--- src/rtl/fwd_dec_pkg.sv ---
package fwd_dec_pkg;
  localparam int ADDR_W     = 32;
  localparam int IO_GRAN_W  = 12;
  localparam int MEM_GRAN_W = 20;
  localparam int IO_BLK_W   = ADDR_W - IO_GRAN_W;
  localparam int MEM_BLK_W  = ADDR_W - MEM_GRAN_W;
  localparam int SEL_W      = 2;

  localparam logic [SEL_W-1:0] SEL_IO_BASE  = 2'd0;
  localparam logic [SEL_W-1:0] SEL_IO_LIMIT = 2'd1;
  localparam logic [SEL_W-1:0] SEL_MEM_WIN  = 2'd2;
  localparam logic [SEL_W-1:0] SEL_CTRL     = 2'd3;

  localparam logic [3:0] CMD_IO_RD  = 4'b0010;
  localparam logic [3:0] CMD_IO_WR  = 4'b0011;
  localparam logic [3:0] CMD_MEM_RD = 4'b0110;
  localparam logic [3:0] CMD_MEM_WR = 4'b0111;
  localparam logic [3:0] CMD_MEM_RM = 4'b1100;
  localparam logic [3:0] CMD_MEM_RL = 4'b1110;
  localparam logic [3:0] CMD_MEM_WI = 4'b1111;

  typedef enum logic [2:0] {
    HIT_NONE = 3'd0,
    HIT_IO   = 3'd1,
    HIT_MEM  = 3'd2,
    HIT_VGA  = 3'd3,
    HIT_PAL  = 3'd4
  } hit_kind_e;

  typedef struct packed {
    logic snoop;
    logic vga;
    logic mem_en;
    logic io_en;
  } ctrl_t;
endpackage

--- src/rtl/fwd_cfg_regs.sv ---
module fwd_cfg_regs
  import fwd_dec_pkg::*;
(
  input  logic                 clk,
  input  logic                 rst_n,
  input  logic                 cfg_we,
  input  logic [SEL_W-1:0]     cfg_sel,
  input  logic [ADDR_W-1:0]    cfg_wdata,
  output logic [IO_BLK_W-1:0]  io_base_blk,
  output logic [IO_BLK_W-1:0]  io_limit_blk,
  output logic [MEM_BLK_W-1:0] mem_base_blk,
  output logic [MEM_BLK_W-1:0] mem_limit_blk,
  output ctrl_t                ctrl
);
  logic [IO_BLK_W-1:0]  io_base_nxt, io_limit_nxt;
  logic [MEM_BLK_W-1:0] mem_base_nxt, mem_limit_nxt;
  ctrl_t                ctrl_nxt;
  logic [IO_BLK_W-1:0]  io_field;

  // upper 16 bits from the high half, addr[15:12] from bits [7:4]; [3:0] read-only
  assign io_field = {cfg_wdata[31:16], cfg_wdata[7:4]};

  always_comb begin
    io_base_nxt   = io_base_blk;
    io_limit_nxt  = io_limit_blk;
    mem_base_nxt  = mem_base_blk;
    mem_limit_nxt = mem_limit_blk;
    ctrl_nxt      = ctrl;
    if (cfg_we) begin
      unique case (cfg_sel)
        SEL_IO_BASE:  io_base_nxt  = io_field;
        SEL_IO_LIMIT: io_limit_nxt = io_field;
        SEL_MEM_WIN: begin
          mem_base_nxt  = cfg_wdata[15:4];
          mem_limit_nxt = cfg_wdata[31:20];
        end
        default:      ctrl_nxt = ctrl_t'(cfg_wdata[3:0]);
      endcase
    end
  end

  always_ff @(posedge clk or negedge rst_n) begin
    if (!rst_n) begin
      io_base_blk   <= '0;
      io_limit_blk  <= '0;
      mem_base_blk  <= '0;
      mem_limit_blk <= '0;
      ctrl          <= '0;
    end else if (cfg_we) begin
      io_base_blk   <= io_base_nxt;
      io_limit_blk  <= io_limit_nxt;
      mem_base_blk  <= mem_base_nxt;
      mem_limit_blk <= mem_limit_nxt;
      ctrl          <= ctrl_nxt;
    end
  end

  p_hold_idle_r9: assert property (@(posedge clk) disable iff (!rst_n)
    !cfg_we |=> ($stable(ctrl) && $stable(io_base_blk) && $stable(mem_base_blk)));
  p_ctrl_target_r9: assert property (@(posedge clk) disable iff (!rst_n)
    (cfg_we && cfg_sel != SEL_CTRL) |=> $stable(ctrl));
endmodule

--- src/rtl/fwd_range_match.sv ---
module fwd_range_match #(
  parameter int ADDR_W = 32,
  parameter int GRAN_W = 12,
  localparam int BLK_W = ADDR_W - GRAN_W
) (
  input  logic [ADDR_W-1:0] addr,
  input  logic [BLK_W-1:0]  base_blk,
  input  logic [BLK_W-1:0]  limit_blk,
  output logic              open,
  output logic              in_range
);
  logic [BLK_W-1:0] addr_blk;

  // compare at block level: limit's low GRAN_W bits are implicitly all ones
  assign addr_blk = addr[ADDR_W-1:GRAN_W];
  assign open     = (base_blk <= limit_blk);
  assign in_range = (addr_blk >= base_blk) && (addr_blk <= limit_blk);

  always_comb begin
    if (!open) p_closed_no_match_r4: assert (!in_range);
  end
endmodule

--- src/rtl/fwd_legacy_decode.sv ---
module fwd_legacy_decode
  import fwd_dec_pkg::*;
(
  input  logic [ADDR_W-1:0] addr,
  output logic              vga_mem,
  output logic              vga_io,
  output logic              pal_port
);
  localparam int PORT_W = 10;
  localparam int NPAL   = 3;
  localparam logic [PORT_W-1:0] PAL_PORTS [NPAL] = '{10'h3C6, 10'h3C8, 10'h3C9};

  logic [PORT_W-1:0] port;
  logic [NPAL-1:0]   pal_hits;

  assign port    = addr[PORT_W-1:0];
  assign vga_mem = (addr[ADDR_W-1:17] == 15'h0005);
  assign vga_io  = (addr[ADDR_W-1:16] == '0) &&
                   (((port >= 10'h3B0) && (port <= 10'h3BB)) ||
                    ((port >= 10'h3C0) && (port <= 10'h3DF)));

  for (genvar p = 0; p < NPAL; p++) begin : g_pal
    assign pal_hits[p] = (port == PAL_PORTS[p]);
  end
  assign pal_port = |pal_hits;
endmodule

--- src/rtl/fwd_window_decode.sv ---
module fwd_window_decode
  import fwd_dec_pkg::*;
(
  input  logic        clk,
  input  logic        rst_n,
  input  logic        cfg_we,
  input  logic [1:0]  cfg_sel,
  input  logic [31:0] cfg_wdata,
  input  logic [31:0] txn_addr,
  input  logic [3:0]  txn_cmd,
  output logic        fwd_hit,
  output logic [2:0]  fwd_kind
);
  logic [IO_BLK_W-1:0]  io_base_blk, io_limit_blk;
  logic [MEM_BLK_W-1:0] mem_base_blk, mem_limit_blk;
  ctrl_t                ctrl;
  logic                 io_open, io_in, mem_open, mem_in;
  logic                 vga_mem, vga_io, pal_port;
  logic                 is_io, is_io_wr, is_mem;
  hit_kind_e            kind;

  fwd_cfg_regs u_regs (
    .clk           (clk),
    .rst_n         (rst_n),
    .cfg_we        (cfg_we),
    .cfg_sel       (cfg_sel),
    .cfg_wdata     (cfg_wdata),
    .io_base_blk   (io_base_blk),
    .io_limit_blk  (io_limit_blk),
    .mem_base_blk  (mem_base_blk),
    .mem_limit_blk (mem_limit_blk),
    .ctrl          (ctrl)
  );

  fwd_range_match #(.ADDR_W(ADDR_W), .GRAN_W(IO_GRAN_W)) u_io_win (
    .addr      (txn_addr),
    .base_blk  (io_base_blk),
    .limit_blk (io_limit_blk),
    .open      (io_open),
    .in_range  (io_in)
  );

  fwd_range_match #(.ADDR_W(ADDR_W), .GRAN_W(MEM_GRAN_W)) u_mem_win (
    .addr      (txn_addr),
    .base_blk  (mem_base_blk),
    .limit_blk (mem_limit_blk),
    .open      (mem_open),
    .in_range  (mem_in)
  );

  fwd_legacy_decode u_legacy (
    .addr     (txn_addr),
    .vga_mem  (vga_mem),
    .vga_io   (vga_io),
    .pal_port (pal_port)
  );

  always_comb begin
    is_io_wr = (txn_cmd == CMD_IO_WR);
    is_io    = (txn_cmd == CMD_IO_RD) || is_io_wr;
    unique case (txn_cmd)
      CMD_MEM_RD, CMD_MEM_WR, CMD_MEM_RM, CMD_MEM_RL, CMD_MEM_WI: is_mem = 1'b1;
      default: is_mem = 1'b0;
    endcase
  end

  // priority: display override, colour-table snoop, then windows
  always_comb begin
    kind = HIT_NONE;
    if (is_io && ctrl.io_en) begin
      if (ctrl.vga && vga_io)                 kind = HIT_VGA;
      else if (ctrl.snoop && is_io_wr && pal_port) kind = HIT_PAL;
      else if (io_open && io_in)              kind = HIT_IO;
    end else if (is_mem && ctrl.mem_en) begin
      if (ctrl.vga && vga_mem)                kind = HIT_VGA;
      else if (mem_open && mem_in)            kind = HIT_MEM;
    end
  end

  assign fwd_kind = kind;
  assign fwd_hit  = (kind != HIT_NONE);

  p_io_gate_r6: assert property (@(posedge clk) disable iff (!rst_n)
    (is_io && !ctrl.io_en) |-> !fwd_hit);
  p_mem_gate_r6: assert property (@(posedge clk) disable iff (!rst_n)
    (is_mem && !ctrl.mem_en) |-> !fwd_hit);
  p_mem_closed_r4: assert property (@(posedge clk) disable iff (!rst_n)
    (mem_base_blk > mem_limit_blk) |-> (fwd_kind != HIT_MEM));
  p_pal_write_only_r8: assert property (@(posedge clk) disable iff (!rst_n)
    (fwd_kind == HIT_PAL) |-> (txn_cmd == CMD_IO_WR && ctrl.snoop));
  p_cmd_class_r5: assert property (@(posedge clk) disable iff (!rst_n)
    fwd_hit |-> (is_io || is_mem));
  p_io_kind_r1: assert property (@(posedge clk) disable iff (!rst_n)
    (fwd_kind == HIT_IO) |-> (is_io && txn_addr[31:12] >= io_base_blk && txn_addr[31:12] <= io_limit_blk));
endmodule

--- config.mk ---
export PLATFORM = sky130hd
export DESIGN_NAME = fwd_window_decode
export DESIGN_NICKNAME = d
export VERILOG_FILES = /design/src/rtl/fwd_dec_pkg.sv /design/src/rtl/fwd_cfg_regs.sv /design/src/rtl/fwd_range_match.sv /design/src/rtl/fwd_legacy_decode.sv /design/src/rtl/fwd_window_decode.sv
export SDC_FILE = /design/constraint.sdc
export NUM_CORES = 1
export LEC_CHECK = 0
export BUFFER_PORTS_ARGS = -buffer_cell sky130_fd_sc_hd__buf_2
export CAP_MARGIN = 20
export CORE_AREA = 2 2 115 117
export DETAILED_ROUTE_END_ITERATION = 10
export DIE_AREA = 0 0 117 119
export PLACE_DENSITY = 0.59
export RECOVER_POWER = 100
export REMOVE_ABC_BUFFERS = 1
export SLEW_MARGIN = 0
export SYNTH_ARGS = -nofsm -noshare
export SYNTH_HDL_FRONTEND = slang
export SYNTH_SLANG_ARGS = --single-unit
--- constraint.sdc ---
create_clock -name clk -period 2.8 [get_ports clk]
set_clock_uncertainty 0.05 [all_clocks]
set_input_delay 0.14 -clock clk [delete_from_list [all_inputs] [get_ports clk]]
set_output_delay 0.14 -clock clk [all_outputs]
set_load 0.02 [all_outputs]
## Word-level counts from Yosys, hierarchy flattened

Index checks and enable logic that the tools add are counted.

- $lt $le $gt $ge: 10
- Eq/ne operators: 13
- Muxes and demuxes: 8
- Bitwise operators: 1
- Reductions and logical operators: 25

Operators by type and width:

| kind | number |
|---|---|
| 20-bit less-or-equal comparator | 2 |
| 10-bit == test (second input constant) | 3 |
| 12-bit less-or-equal comparator | 2 |
| 10-bit greater-or-equal comparator (second input constant) | 2 |
| 20-bit greater-or-equal comparator | 1 |
| 10-bit less-or-equal comparator (second input constant) | 2 |
| 16-bit logical NOT | 1 |
| 15-bit by 3-bit == test with 1-bit output (second input constant) | 1 |
| 1-bit logical AND | 13 |
| 4-bit == test (second input constant) | 3 |
| 12-bit greater-or-equal comparator | 1 |
| 3-bit two-way mux | 3 |
| 4-bit by 2-bit == test with 1-bit output (second input constant) | 2 |
| 4-bit by 3-bit == test with 1-bit output (second input constant) | 2 |
| 2-bit AND reduction | 4 |
| 2-bit two-way mux | 3 |
| 3-bit OR reduction | 2 |
| 5-bit OR reduction | 1 |
| 3-bit nonzero test | 1 |
| 2-bit by 1-bit == test with 1-bit output (second input constant) | 1 |
| 2-bit == test (second input constant) | 1 |
| 2-bit logical NOT | 1 |
| 1-bit logical OR | 2 |
| 1-bit two-way mux | 2 |
| 1-bit inverter | 1 |

- Bits in registers: 68
- Output and inout bits: 4
- Word-level logic and storage cells: 65

## Logic depth before layout (Yosys ltp)

Gate-level depths: netlist of the first run.

- Depth after elaboration: 8
- Gate-level depth with buffers: 9
- Depth with buffers taken out: 9

## Cells and area by module

A second synthesis of the first run with hierarchy kept.

- Cells, all modules: 478
- Area, all modules: 5073.6 um^2

By module, submodules not included:

| module | times used | cells an instance | area an instance (um^2) |
|---|---|---|---|
| fwd_cfg_regs | 1 | 146 | 2557.5 |
| fwd_range_match at u_io_win | 1 | 185 | 1417.6 |
| fwd_range_match at u_mem_win | 1 | 111 | 857.1 |
| fwd_legacy_decode | 1 | 21 | 145.1 |
| fwd_window_decode | 1 | 15 | 96.3 |

## Worst setup path after synthesis of the first run

No wires, ideal clock.

- Path type: register to output
- From: reg u_regs.io_limit_blk[13]
- To: out fwd_kind[0]
- Arrival time: 1974 ps
- Data required time: 2610 ps
- Slack: 636 ps
- Cell stages (with the launch flop): 10
- Buffers on the path: 0
- Cells stage by stage: dfrtp_1 inv_1 ha_1 a21o_1 a221o_1 a221oi_2 a21oi_1 a21boi_0 nand4b_4 nand2_1

- Longest elaborated chain between the ends: 7

RTL lines:

| what | line | source |
|---|---|---|
| start: declaration | fwd_cfg_regs.sv:10 | `output logic [IO_BLK_W-1:0] io_limit_blk,` |
| start signal: assignment | fwd_cfg_regs.sv:51 | `io_limit_blk <= io_limit_nxt;` |
| 20-bit less-or-equal comparator | fwd_range_match.sv:17 | `assign in_range = (addr_blk >= base_blk) && (addr_blk <= limit_blk);` |
| 1-bit logical AND | fwd_range_match.sv:17 |  |
| 1-bit logical AND * | fwd_window_decode.sv:73 | `else if (io_open && io_in) kind = HIT_IO;` |
| 1-bit two-way mux * | fwd_window_decode.sv:73 |  |
| 3-bit two-way mux * | fwd_window_decode.sv:72 | `else if (ctrl.snoop && is_io_wr && pal_port) kind = HIT_PAL;` |
| 3-bit two-way mux * | fwd_window_decode.sv:71 | `if (ctrl.vga && vga_io) kind = HIT_VGA;` |
| 3-bit two-way mux * | fwd_window_decode.sv:70 | `if (is_io && ctrl.io_en) begin` |
| end: declaration | fwd_window_decode.sv:12 | `output logic [2:0] fwd_kind` |

Every way passes the cells marked *; elsewhere a longest branch is shown, timed or not.

## Final worst setup path of the first run

- From: reg u_regs.io_limit_blk[14]
- To: out fwd_kind[0]

Same word-level chain as after synthesis.

==> out/results.tsv, run 1 <==
stage	metric	value	unit
global_route	GR Util met2	30.4	%
critical_path	critical path arrival	2500	ps
critical_path	Worst Setup Start Kind	flip-flop	
critical_path	crit end category	primary output	
global_route	Overall Global Routing Usage	18.7	%
cts	Num CTS Buffers	9	
power	maximum VDD drop	0.000228	V
detailed_routing	DRT iter0 DRCs	157	
outcome	status	complete, but fails checks	
global_route	met3 Use GR	2.80	%
power	leakage	0.00300	uW
finish	fin area	0.00607	mm2
timing	Setup violations, final	0	
critical_path	Crit Path Class	reg -> out	
global_route	initial antenna violation count	0	
place	placed insts	744	
global_route	GRT Max-Usage Layer	met2	
global_route	total grt overflow	0	
cts	Clock Pin Slew Worst Setup and Hold Paths	50	ps
place	IO buf count	74	
critical_path	Crit-path slowest cell	dfrtp_1	
logic_synthesis	main flop type after synthesis	dfrtp_1	
logic_synthesis	Mapped Cells	498	
global_route	vias in the first global route	4069	
logic_synthesis	sequential area share after synthesis	34.4	%
finish	most frequent cells in the layout	93 x ha_1, 68 x buf_2, 68 x dfrtp_1	
timing	Slew @ Worst Pin	1710	ps
cts	clk_lat worst skew	330	ps
logic_synthesis	Ys Warns	0	
floorplanning	core box area	0.0129	mm2
floorplanning	Starting Density	38.4	%
cts	TritonCTS clock tree	built	
detailed_routing	DR vias	3956	
cts	root buffer cell	clkbuf_16	
finish	area delta synth->final	22.8	%
finish	Core Util, Final	47.2	%
cts	CTS sink count	68	
worst_hold_path	Hold Path Class	in -> reg	
finish	fraction of layout cells with a size suffix above 1	25.1	%
job	Max-Cap Viols	3	
critical_path	worst path required time	2610	ps
finish	Non-Filler Instances	778	
timing	Max Fclk	0.372	GHz
global_route	largest net degree at the start of global routing	69	
floorplanning	Die W	117	um
cts	CTS Buffer Depth	2	
global_route	global-route wire length before repair	20.1	mm
outcome	failing checks	capacitance limit, slew limit	
logic_synthesis	post-synth cell types	37	
critical_path	CP cell instances	inv_1 -> ha_1 -> and2_4 -> a221o_1 -> a221oi_2 -> a21oi_1 -> a21boi_1 -> nand4b_4 -> nand2_1 -> buf_4	
finish	nets	767	
detailed_routing	Detailed Route WL	12.3	mm
place	DP HPWL	9.61	mm
timing	Tcrit/Tclk final	96.0	%
timing	Hold Vio Cnt, Final	0	
finish	antenna cells	0	
detailed_routing	drt first pass iters	4	
floorplanning	IO Pins	77	
timing	minimum clock period	2690	ps
timing	hold_ws	7.49	ps
cts	H-tree Lvls	3	
power	Power Dens Cells	590	mW/mm2
timing	Slew headroom	-14.2	%
logic_synthesis	Syn Std Cell Area	0.00495	mm2
floorplanning	die height	119	um
detailed_routing	drt drc	0	
critical_path	max incr delay on CP	380	ps
global_route	grt met1 use	25.3	%
detailed_routing	WL/cell	15.8	um
logic_synthesis	flops & latches, synth	68	
place	Placed Area	0.00556	mm2
critical_path	crit path max fanout	2	
place	Routability Congestion	0.852	
logic_synthesis	syn avg cell area	9.93	um2
logic_synthesis	Post-synth EDFFs	0	
floorplanning	Rows	42	
floorplanning	Die Footprint	0.0139	mm2
detailed_routing	Antenna Nets Post-Route	0	
timing	Final Max Slew Viols	135	
detailed_routing	Via density	5.08	
logic_synthesis	Async SR Flop Fraction	100	%
finish	commonest non-fill, non-tap cell in the layout	ha_1	
timing	RSZ-0062 raised after global routing	true	
## cell families after synthesis
| logic type | synth area share (%) |
|---|---|
| compound gates | 12.2 |
| buf+inv | 5.61 |
| mux | 10.9 |
| fa+ha+maj | 24.3 |
| flops | 34.4 |
| simple gates | 12.6 |
## final timing paths
kind | slack, ps | cells past startpoint | start | to
max | 110 | 10 | u_regs.io_limit_blk[14] | fwd_kind[0]
min | 7 | 2 | cfg_wdata[10] | u_regs.mem_base_blk[6]
min reg2reg | 450 | 1 | u_regs.io_limit_blk[10] | u_regs.io_limit_blk[10]
max reg2reg | 1940 | 1 | u_regs.mem_base_blk[6] | u_regs.mem_base_blk[6]
max in group asynchronous | 840 | 3 | rst_n | u_regs.mem_base_blk[2]
min in group asynchronous | 840 | 3 | rst_n | u_regs.mem_base_blk[9]
## cells in the mapped netlist (all sizes together) (6+ instances only)
cell | n | area (um2)
a21o | 10 | 75.1
a21oi | 32 | 160
clkbuf | 8 | 30.0
dfrtp | 68 | 1700
ha | 96 | 1200
inv | 66 | 248
mux2 | 48 | 541
nand2 | 44 | 165
nand3 | 14 | 70.1
nand4 | 16 | 106
nor2 | 6 | 22.5
nor3 | 8 | 40.0
o211ai | 6 | 45.0
o21ai | 28 | 140
## state kept, by name, summed over array words and instances (netlist names)
name and cells:
u_regs.ctrl 4, u_regs.io_base_blk 20, u_regs.io_limit_blk 20, u_regs.mem_base_blk 12
u_regs.mem_limit_blk 12
## stage by stage
stage | setup slack, ps | power [uW] | setup TNS, ps
after floorplan | 326 | 2080 | 0
after global placement | 348 | 2430 | 0
after detailed placement | 289 | 2480 | 0
after CTS | 15.3 | 3560 | 0
after global routing | -1.29 | 3870 | -1.29
final | 112 | 3580 | 0
## timing repair
action                     4_1_cts  5_1_grt
pin swaps                        2       13
hold buffers                    19        0
setup endpoints to repair        3        3
setup buffers                    0        0
hold endpoints to repair        88        0
gates resized for setup          2       23
## power breakdown
part           total (uW)  internal [uW]  switching (uW)
Clock                1040            640             400
Combinational        1260            592             672
Sequential           1280           1170             115
## worst max-delay path, delay by kind of cell, from the launching register on
kind | cells | cell delay [ps]
AO/OA/AOI/OAI | 4 | 890
AND/OR/NAND/NOR | 3 | 440
buffers and inverters | 2 | 230
flip-flops | 1 | 380
adder cells (fa/ha/maj) | 1 | 230
## metal layers
metal / wire [um] / up-vias
met5: 0 / -
met4: 238 / 0
met3: 375 / 17
met2: 5810 / 73
met1: 5880 / 1869
li1: - / 1997
## area by class of cell
cell class              instances  area (um2)
clock buffers                  13         260
clock inverters                 2        10.0
fillers                      1244        6800
inverters                      66         248
multi-input cells             356        3050
flip-flops and latches         68        1700
well taps                     176         220
repair buffers                 97         584
(Power assumes the default switching activity.)
==> inputs of run 2 (changes only) <==
--- a/config.mk
+++ b/config.mk
@@ -7,10 +7,10 @@
 export LEC_CHECK = 0
 export BUFFER_PORTS_ARGS = -buffer_cell sky130_fd_sc_hd__buf_2
 export CAP_MARGIN = 20
-export CORE_AREA = 2 2 115 117
+export CORE_AREA = 2 2 108 110
 export DETAILED_ROUTE_END_ITERATION = 10
-export DIE_AREA = 0 0 117 119
-export PLACE_DENSITY = 0.59
+export DIE_AREA = 0 0 110 112
+export PLACE_DENSITY = 0.65
 export RECOVER_POWER = 100
 export REMOVE_ABC_BUFFERS = 1
 export SLEW_MARGIN = 0
==> run 2 against run 1 <==
The flow still finishes with violations (capacitance limit, slew limit). Critical endpoint is now fwd_hit. Design area increased by 0.16%. First-iteration DRC count increased by 22%. Sequential share of layout area about the same. Highest routed layer unchanged. Register-to-register slack about the same. Power increased by 1.6%. Worst hold slack got worse by 3.8 ps. Global-route usage increased by 1.9 points. Count of clock-buffer cells in the layout decreased by 1. Non-clock buffer count increased by 3. Maximum frequency decreased by 1.2%. Die area decreased by 12%.
==> out/results.tsv, run 2 (same netlist as run 1, synthesis figures left out) <==
stage	metric	value	unit
floorplanning	Starting Density	44.3	%
finish	area delta synth->final	23.0	%
critical_path	r2r startpoint	u_regs.mem_base_blk[1]	
timing	RSZ-0062 raised after global routing	true	
timing	Final Max Slew Viols	70	
detailed_routing	Antenna Nets Post-Route	0	
floorplanning	IO Pins	77	
timing	Slew @ Worst Pin	1660	ps
critical_path	Critical Path Sink	fwd_hit	
place	pre-CTS setup slack	295	ps
finish	most frequent cells in the layout	92 x ha_1, 68 x dfrtp_1, 67 x buf_2	
timing	minimum clock period	2720	ps
power	Power Internal	2440	uW
global_route	global-route wire length before repair	19.7	mm
critical_path	worst path required time	2610	ps
finish	commonest non-fill, non-tap cell in the layout	ha_1	
power	leakage	0.00302	uW
cts	root buffer cell	clkbuf_16	
cts	CTS sink count	68	
detailed_routing	DR vias	4071	
critical_path	crit path max fanout	2	
critical_path	Crit-path slowest cell	dfrtp_1	
critical_path	critical path arrival	2530	ps
cts	H-tree Lvls	3	
floorplanning	Die W	110	um
critical_path	RR Endpoint	u_regs.mem_base_blk[1]	
cts	clk_lat worst skew	330	ps
cts	Num CTS Buffers	9	
critical_path	max incr delay on CP	390	ps
cts	TritonCTS clock tree	built	
timing	setup TNS	0	ps
critical_path	R2R depth	1	
detailed_routing	DRT iter0 DRCs	192	
cts	Clock Pin Slew Worst Setup and Hold Paths	50	ps
place	placed insts	711	
finish	Non-Filler Instances	749	
outcome	status	complete, but fails checks	
global_route	Overall Global Routing Usage	20.6	%
finish	fillcell total	995	
global_route	total grt overflow	0	
floorplanning	die height	112	um
timing	Setup violations, final	0	
timing	Slew headroom	-10.5	%
detailed_routing	WL/cell	16.1	um
critical_path	Worst Setup SP	u_regs.io_limit_blk[15]	
critical_path	crit end category	primary output	
timing	Tcrit/Tclk final	97.1	%
place	Placed Area	0.00551	mm2
outcome	failing checks	capacitance limit, slew limit	
detailed_routing	drt first pass iters	4	
power	NetSw	1200	uW
global_route	largest net degree at the start of global routing	42	
global_route	initial antenna violation count	0	
floorplanning	Die Footprint	0.0123	mm2
timing	Max Fclk	0.368	GHz
power	Power Dens Cells	599	mW/mm2
power	Logic pwr share	35.3	%
power	sequential power share	35.1	%
power	maximum VDD drop	0.000243	V
detailed_routing	Via density	5.44	
critical_path	CP cell instances	inv_2 -> ha_4 -> and2_4 -> a221o_1 -> a221oi_2 -> a21oi_1 -> a21boi_2 -> nand4b_4 -> nand4_2 -> buf_6	
finish	fraction of layout cells with a size suffix above 1	26.1	%
floorplanning	Rows	39	
timing	Worst Slack Setup Final	80.7	ps
power	Clock Power Share	29.6	%
critical_path	R2R Setup Slk	1940	ps
finish	fin area	0.00608	mm2
global_route	vias in the first global route	4138	
finish	Top Registers	u_regs.io_base_blk (20), u_regs.io_limit_blk (20)	
cts	CTS Buffer Depth	2	
worst_hold_path	Hold Path Class	in -> reg	
place	DP HPWL	9.45	mm
critical_path	Worst Setup Start Kind	flip-flop	
detailed_routing	drt drc	0	
place	IO buf count	74	
detailed_routing	Detailed Route WL	12.0	mm
finish	antenna cells	0	
place	Routability Congestion	0.895	
power	switching share of power	32.9	%
finish	nets	770	
job	Max-Cap Viols	2	
floorplanning	core box area	0.0112	mm2
critical_path	Crit Path Class	reg -> out	
timing	Hold Vio Cnt, Final	0	
==> run 2: final cells by class <==
cell class	count	area [um2]	share of cell area (%)
Multi-Input combinational cell	356	3050	50.2
Sequential cell	68	1700	28.0
Timing Repair Buffer	100	613	10.1
Clock buffer	12	267	4.38
Inverter	66	248	4.07
Tap cell	143	179	2.94
Clock inverter	4	22.5	0.370
==> run 2: worst min-delay path by stage <==
stage                     slack [ps]                    end          start  cells past startpoint
final                              4  u_regs.io_base_blk[5]  cfg_wdata[17]                      3
after global routing              20  u_regs.io_base_blk[3]   cfg_wdata[7]                      3
after global placement           160  u_regs.io_base_blk[0]          rst_n                      1
after detailed placement         170  u_regs.io_base_blk[0]          rst_n                      1
after floorplan                 -210         u_regs.ctrl[0]          rst_n                      0
after CTS                        0.3         u_regs.ctrl[1]   cfg_wdata[1]                      2
==> run 2: routing by layer <==
layer	routed length [um]	vias up	part of all wire (%)	GRT usage [%]
met5	0	-	0	0
met4	266	0	2.2	7.26
met3	549	20	4.6	3.51
met2	5710	94	48	33.7
met1	5490	1934	46	27.1
li1	-	2023	-	-
==> run 2: power by group through the flow <==
stage	Clock (uW)	Sequential, uW	Combinational [uW]
4_1_cts	1100	1280	1210
5_1_grt	1140	1300	1460
6_report	1080	1280	1280
2_1_floorplan	0	1260	829
3_5_place_dp	0	1300	1170
3_3_place_gp	0	1280	1130
==> run 2: critical path: cells and delay by family, from the launching register on <==
family	cells	cell delay, ps
AOI/OAI and AO/OA	4	940
adders and majority gates	1	200
buffers and inverters	2	210
DFF	1	390
and+or+nand+nor	3	470
==> run 2: repair_timing <==
| action | in CTS | in global routing |
|---|---|---|
| gates resized for setup | 2 | 24 |
| endpoints found under the hold margin | 44 | 0 |
| endpoints found under the setup margin | 3 | 3 |
| hold buffers | 18 | 0 |
| buffers inserted | 0 | 4 |
| gates cloned | 0 | 0 |
| pin swaps | 3 | 16 |
==> run 2: metrics by stage <==
stage | hold WS (ps) | utilization [%] | total power [uW]
4_1_cts | 0.294 | 53.6 | 3590
6_report | 3.66 | 54.5 | 3640
5_1_grt | 17.5 | 54.5 | 3910
3_5_place_dp | 169 | 49.3 | 2470
3_3_place_gp | 158 | 49.3 | 2410
2_1_floorplan | -206 | - | 2080
